**src/rtl/seg_xlate.sv**
```systemverilog
module seg_xlate #(
  parameter int SEG_W  = 4,
  parameter int DISP_W = 16,
  parameter int PA_W   = 24
) (
  input  logic              clk,
  input  logic              rst_n,
  input  logic              wr_en,
  input  logic [SEG_W-1:0]  wr_seg,
  input  logic              wr_present,
  input  logic [2:0]        wr_perm,
  input  logic [DISP_W:0]   wr_size,
  input  logic [PA_W-1:0]   wr_base,
  input  logic              req_valid,
  input  logic [SEG_W-1:0]  req_seg,
  input  logic [DISP_W-1:0] req_disp,
  input  logic [1:0]        req_kind,
  output logic              rsp_valid,
  output logic [PA_W-1:0]   rsp_addr,
  output logic              rsp_miss,
  output logic              rsp_ovf,
  output logic              rsp_prot
);

  localparam int NSEG = 1 << SEG_W;
  localparam int PAD  = PA_W - DISP_W;

  logic [NSEG-1:0]   present_q;
  logic [2:0]        perm_q [NSEG];
  logic [DISP_W:0]   size_q [NSEG];
  logic [PA_W-1:0]   base_q [NSEG];

  always_ff @(posedge clk or negedge rst_n) begin
    if (!rst_n) present_q <= '0;
    else if (wr_en) present_q[wr_seg] <= wr_present;
  end

  always_ff @(posedge clk) begin
    if (wr_en) begin
      perm_q[wr_seg] <= wr_perm;
      size_q[wr_seg] <= wr_size;
      base_q[wr_seg] <= wr_base;
    end
  end

  logic            miss, ovf, allowed;
  logic [2:0]      perm;
  logic [PA_W-1:0] sum;

  assign perm = perm_q[req_seg];
  assign miss = !present_q[req_seg];
  assign ovf  = {1'b0, req_disp} >= size_q[req_seg];
  assign sum  = base_q[req_seg] + {{PAD{1'b0}}, req_disp};

  always_comb begin
    case (req_kind)
      2'd0:    allowed = perm[0];
      2'd1:    allowed = perm[1];
      2'd2:    allowed = perm[2];
      default: allowed = 1'b0;
    endcase
  end

  always_ff @(posedge clk or negedge rst_n) begin
    if (!rst_n) begin
      rsp_valid <= 1'b0;
      rsp_miss  <= 1'b0;
      rsp_ovf   <= 1'b0;
      rsp_prot  <= 1'b0;
      rsp_addr  <= '0;
    end else begin
      rsp_valid <= req_valid;
      rsp_miss  <= req_valid && miss;
      rsp_ovf   <= req_valid && !miss && ovf;
      rsp_prot  <= req_valid && !miss && !ovf && !allowed;
      rsp_addr  <= (req_valid && !miss && !ovf && allowed) ? sum : '0;
    end
  end

endmodule

```
**config.mk**
```make
export PLATFORM = sky130hd
export DESIGN_NAME = seg_xlate
export DESIGN_NICKNAME = d
export VERILOG_FILES = /design/src/rtl/seg_xlate.sv
export SDC_FILE = /design/constraint.sdc
export NUM_CORES = 1
export LEC_CHECK = 0
export BUFFER_PORTS_ARGS = -buffer_cell sky130_fd_sc_hd__buf_2
export CAP_MARGIN = 0
export CORE_ASPECT_RATIO = 1.4
export CORE_MARGIN = 5
export CORE_UTILIZATION = 47
export DETAILED_ROUTE_END_ITERATION = 10
export SYNTH_ARGS = -nofsm -noshare
export SYNTH_HDL_FRONTEND = slang
export SYNTH_SLANG_ARGS = --single-unit
export TNS_END_PERCENT = 1
```
**constraint.sdc**
```tcl
create_clock -name clk -period 5.9 [get_ports clk]
set_input_delay 0.59 -clock clk [delete_from_list [all_inputs] [get_ports clk]]
set_output_delay 0.59 -clock clk [all_outputs]
set_load 0.02 [all_outputs]
```
# Word-level counts from Yosys, hierarchy flattened

Memories as Yosys holds them, arrays and structs flattened.
Index checks and enable logic that the tools add are counted.

Eq/ne operators: 2
Multiplexer cells: 9
Order comparisons: 4
Reductions and logical operators: 11
Add/subtract/negate cells: 1

Operator list:

| operator                                                          | count |
|---|---|
| adder 24 x 16 -> 24 bit                                           | 1 |
| two-way mux 24 bit                                                | 1 |
| greater-or-equal comparator 16 x 17 -> 1 bit                      | 1 |
| bitwise mux 16 bit                                                | 1 |
| less-than comparator 4 x 5 -> 1 bit, second input constant        | 2 |
| logical AND 1 bit                                                 | 7 |
| binary-select mux 1 bit (select 4 bit)                            | 1 |
| demux 1 bit (select 4 bit)                                        | 1 |
| greater-or-equal comparator 4 x 1 -> 1 bit, second input constant | 1 |
| two-way mux 1 bit                                                 | 4 |
| zero test 1 bit                                                   | 3 |
| one-hot mux 1 bit (3 select lines)                                | 1 |
| == test 2 x 1 -> 1 bit, second input constant                     | 1 |
| == test 2 bit, second input constant                              | 1 |
| zero test 2 bit                                                   | 1 |

Memory bits (writable): 704
Output and inout port bits: 28
Flip-flop bits (word level): 44
Memories kept: 3
Logic and storage cells: 36
Bits of input ports: 75

Memory list:

| memory | depth | width | rd ports | clocked after memory_dff | write ports | line | source |
|---|---|---|---|---|---|---|---|
| base_q | 16    | 24    | 1        | 0                        | 1           | 31   | `logic [PA_W-1:0] base_q [NSEG];` |
| size_q | 16    | 17    | 1        | 0                        | 1           | 30   | `logic [DISP_W:0] size_q [NSEG];` |
| perm_q | 16    | 3     | 1        | 0                        | 1           | 29   | `logic [2:0] perm_q [NSEG];` |

# Depth between registers and ports, before layout

Word-level depth: 6
Mapped depth: 19
Mapped depth without buffers: 12

# Worst setup path before layout

No wires, ideal clock.

Path kind: input port to flip-flop
Start: input port wr_seg[1]
End: register present_q[0]
Setup time: 0.080 ns
Stages on the path: 3
Slack: 1.080 ns
Required time: 5.820 ns
Path buffers: 0
Data arrival time: 4.740 ns
Cells stage by stage: or3b_2 > nor3_1 > mux2_2

Word-level cells in the longest chain between the ends: 5
Elaborated cells on any way between the ends: 6
Those cells by class: order compare: 2; mux: 3; reduce/logical: 1

Ends and longest elaborated chain:

| item                                                                                                                           | line | source |
|---|---|---|
| start: declaration                                                                                                             | 9    | `input logic [SEG_W-1:0] wr_seg,` |
| less-than comparator 4 x 5 -> 1 bit (not written as such) / greater-or-equal comparator 4 x 1 -> 1 bit (equally long branches) | 35   | `else if (wr_en) present_q[wr_seg] <= wr_present;` |
| logical AND 1 bit (not written as such)                                                                                        | 35   |  |
| two-way mux 1 bit (not written as such)                                                                                        | 35   |  |
| demux 1 bit (select 4 bit) *                                                                                                   | 35   |  |
| bitwise mux 16 bit *                                                                                                           | 35   |  |
| end signal: indexed assignment                                                                                                 | 35   |  |
| end: declaration                                                                                                               | 28   | `logic [NSEG-1:0] present_q;` |

Every way passes the cells marked *; elsewhere a longest branch is shown, timed or not.
A chain may end at the register's enable or synchronous reset.

# Final worst setup path

Start: input port req_seg[0]
End: register rsp_addr[22]

Word-level cells in the longest chain between the ends: 6
Elaborated cells on any way between the ends: 13
Those cells by class: add/sub: 1; order compare: 1; mux: 4; reduce/logical: 4; memory: 3

Ends and longest elaborated chain:

| item                                                                                     | line   | source |
|---|---|---|
| start: declaration                                                                       | 15     | `input logic [SEG_W-1:0] req_seg,` |
| memory (16 x 17 bit) / binary-select mux 1 bit (select 4 bit) (equally long branches)    | -      |  |
| greater-or-equal comparator 16 x 17 -> 1 bit / two-way mux 1 bit (equally long branches) | 52, 51 |  |
| zero test 1 bit / logical AND 1 bit (equally long branches)                              | 76     | `rsp_addr <= (req_valid && !miss && !ovf && allowed) ? sum : '0;` |
| logical AND 1 bit (2 in a row)                                                           | 76     |  |
| two-way mux 24 bit *                                                                     | 76     |  |
| end signal: assignment                                                                   | 76     |  |
| end: declaration                                                                         | 19     | `output logic [PA_W-1:0] rsp_addr,` |

Every way passes the cells marked *; elsewhere a longest branch is shown, timed or not. The select of a mux whose other input is x is not followed.

==> flow_metrics.tcl <==
set metrics [dict create \
    syn_area_um2 29490 \
    synth_fa_ha_area_frac 0.01425 \
    syn_to_final_growth_pct 13.21 \
    drtAntennaViolNets 0 \
    synth-edff-count 704 \
    endpoint_kind "flip-flop" \
    die_area_um2 67930 \
    cts_root_buf "clkbuf_16" \
    synth_top_family_by_area "multiplexers" \
    peakVddDrop_mv 0.1920 \
    rsz0062_at_grt "no" \
    path_class "in2reg" \
    grt_use_met3 0.03158 \
    drt_wl_total_mm 66.41 \
    grt_max_degree 60 \
    synthMuxAreaShare 0.1743 \
    ys_seq_area_frac 0.7541 \
    globalplace.congestion 0.8209 \
    cp_max_fo 48 \
    start_kind "primary input" \
    setup_tns_ns 0 \
    fin_total_pwr_mw 11.11 \
    fillers 4801 \
    die_x_um 221.7 \
    drive_gt1_frac 0.3115 \
    slew_headroom 0.3153 \
    use_met1 0.2689 \
    synthSimpleGateAreaFrac 0.01735 \
    p_leak_nw 11.07 \
    max_freq_mhz 245.3 \
    min_path_type "in2async" \
    cts_sinks 748 \
    yosys.area_share.xor_xnor 0.005048 \
    crit_required_ns 6.36 \
    dp.cells 2212 \
    syn-num-nets 1406 \
    cts_resized 0 \
    p_per_area_nw_per_um2 332.8 \
    wl_per_cell_um 28.43 \
    ys_types 59 \
    finalSetupViolations 0 \
    num-nets-final 1566 \
    antenna_found_initial 6 \
    core_area_um2 62160 \
    rows 108 \
    syn_area_per_cell_um2 22.72 \
    synth-compound-area-share 0.01930 \
    cts_tree "built" \
    hold_buffers 0 \
    clk_latency_ns 0.59 \
    place_hpwl_mm 36.86 \
    status "finished, final reports clean" \
    clockBufferDepth 3 \
    ios 103 \
    cts_buffers 69 \
    clkTransAtPathRegs_ns 0.06 \
    post-synth-top-area-cell "edfxtp_1" \
    finalHoldViolations 0 \
    gr-usage-met2 0.3416 \
    drc 0 \
    synth_flop_cell "edfxtp_1" \
    port_buffers 102 \
    fin_ws_ns 1.824 \
    finalCritPeriodShare 0.6909 \
    initial_core_util 0.4745 \
    ys_warn_count 0 \
    crit_arrival_ns 4.53 \
    skew_ns 0.01848 \
    r2r-start "size_q[15][10]" \
    place_ws_ns 1.198 \
    postCtsSetupRepairBufs 0 \
    synth_area_leaders "edfxtp_1, mux4_2, dfrtp_1" \
    drtIter0Drc 1233 \
    drt_first_pass_iters 5 \
    vias 13670 \
    finalCriticalPeriod_ns 4.076 \
    ys_ff_latch 748 \
    tightest_slew_ns 1.027 \
    grt.overflow.total 0 \
    async_reset_ff_frac 0.05882 \
    cap_violations 0 \
    synth_top_area_share 0.7168 \
    crit_path_start "req_seg[0]" \
    drv_slew 0 \
    vias_per_cell 5.850 \
    grt_pass1_vias 14550 \
    groute.usage.overall 0.1972 \
    synthCells 1298 \
    die_h_um 306.4 \
    busiest_layer "met2" \
    grt_first_pass_wirelength_mm 98.74 \
    htree_num_levels 3 \
    stdcell_count 2336 \
]
[placed cells by master (no fill, tap or decap), types with 3 or more instances in the layout]
cell type | Yosys | layout
a22o_1 | 6 | 6
a31oi_1 | 4 | 4
buf_4 | 2 | 37
a21o_1 | 5 | 5
xor2_1 | 7 | 7
ha_1 | 32 | 32
mux2_2 | 16 | 16
nor2_1 | 45 | 33
buf_12 | 3 | 7
a211oi_1 | 5 | 5
clkinv_2 | 0 | 10
nor2_4 | 0 | 12
dfrtp_1 | 44 | 44
o31ai_1 | 3 | 3
o21bai_1 | 3 | 3
nand3_1 | 6 | 6
o21ai_0 | 12 | 12
nor3_1 | 12 | 8
inv_1 | 23 | 23
nand2b_1 | 6 | 6
mux4_2 | 190 | 190
a221oi_1 | 5 | 5
nor3_2 | 0 | 4
a22oi_1 | 4 | 4
mux4_1 | 24 | 24
nor2b_1 | 8 | 8
bufinv_16 | 0 | 4
clkbuf_16 | 0 | 73
mux2i_1 | 5 | 5
a21oi_1 | 15 | 15
buf_2 | 17 | 99
clkbuf_1 | 22 | 15
edfxtp_1 | 704 | 704
clkbuf_8 | 0 | 3
xnor2_1 | 10 | 10
nand2_1 | 14 | 14
clkinv_1 | 0 | 11
[cells in the mapped netlist, types with 6 or more instances]
master,n
edfxtp_1,704
o21ai_0,12
nor3_1,12
nand3_1,6
xor2_1,7
ha_1,32
dfrtp_1,44
nor2b_1,8
clkbuf_1,22
nor2_1,45
buf_2,17
mux2_2,16
buf_6,7
nand2_1,14
nand2b_1,6
mux4_2,190
inv_1,23
mux4_1,24
a22o_1,6
xnor2_1,10
a21oi_1,15
[worst max-delay path, stage by stage]
cell and delay (ns):
buf_8 0.41, buf_12 0.35, mux4_2 0.56, mux4_2 0.47
ha_1 0.39, a2111oi_0 0.41, nor3_1 0.10, o21a_1 0.19
o311a_1 0.35, nor3_1 0.35, or4_4 0.21, a21oi_2 0.05
[state kept, by name, indices dropped and copies added, names as in the netlist]
signal,count
rsp_prot,1
rsp_addr,24
size_q,272
rsp_valid,1
rsp_ovf,1
rsp_miss,1
perm_q,48
base_q,384
present_q,16
[through the flow]
step	hold slack [ns]	utilization	instance area (µm²)
floorplan	0.2944	-	29490
global placement	0.4810	0.5019	31200
detailed placement	0.4871	0.5019	31200
CTS	0.1418	0.5371	33380
global route	0.1663	0.5371	33380
finish	0.1897	0.5371	33390
[worst paths after layout]
path,endpoint,slack (ns),cells past startpoint
worst max-delay path,rsp_addr[22],1.82,12
worst min-delay path,present_q[15],0.19,1
worst max register to register,rsp_addr[8],2.32,12
worst min register to register,present_q[3],0.50,1
max in group asynchronous,rsp_addr[5],5.07,1
min in group clk,rsp_valid,0.19,1
[metal layers]
metal / vias to the layer above / wire, µm / part of all wire
met2: 362 / 34770 / 0.52
met1: 7398 / 27340 / 0.41
met4: 4 / 1039 / 0.016
met5: - / 19 / 0.00029
li1: 5820 / - / -
met3: 82 / 3240 / 0.049
[final cells by class]
| type | instances | area, µm² | area share |
|---|---|---|---|
| diodes | 2 | 5.005 | 0.0001499 |
| clock buffers | 93 | 1939 | 0.05809 |
| clock inverters | 29 | 244.0 | 0.007307 |
| inverters | 23 | 86.33 | 0.002586 |
| multi-input cells | 471 | 6900 | 0.2067 |
| flip-flops and latches | 748 | 22240 | 0.6661 |
| well taps | 825 | 1032 | 0.03092 |
| repair buffers | 145 | 939.7 | 0.02814 |
[where the power goes]
group | internal [mW] | switching [mW] | total [mW] | leakage [nW]
combinational | 0.348 | 0.450 | 0.798 | 3.06
clock | 2.48 | 1.86 | 4.34 | 1.07
sequential | 5.94 | 0.0341 | 5.98 | 6.94
total | 8.77 | 2.34 | 11.1 | 11.1
[logic make-up (layout without fill, tap and decap cells)]
group                    count (synthesis)  count (layout)
other                                    0               2
buffers and inverters                   79             290
AND/OR/NAND/NOR                        106             106
adder cells (fa/ha/maj)                 33              33
flip-flops                             748             748
AO/OA/AOI/OAI                           80              80
multiplexers                           235             235
XOR/XNOR                                17              17
Power figures use the tool's default switching activity.
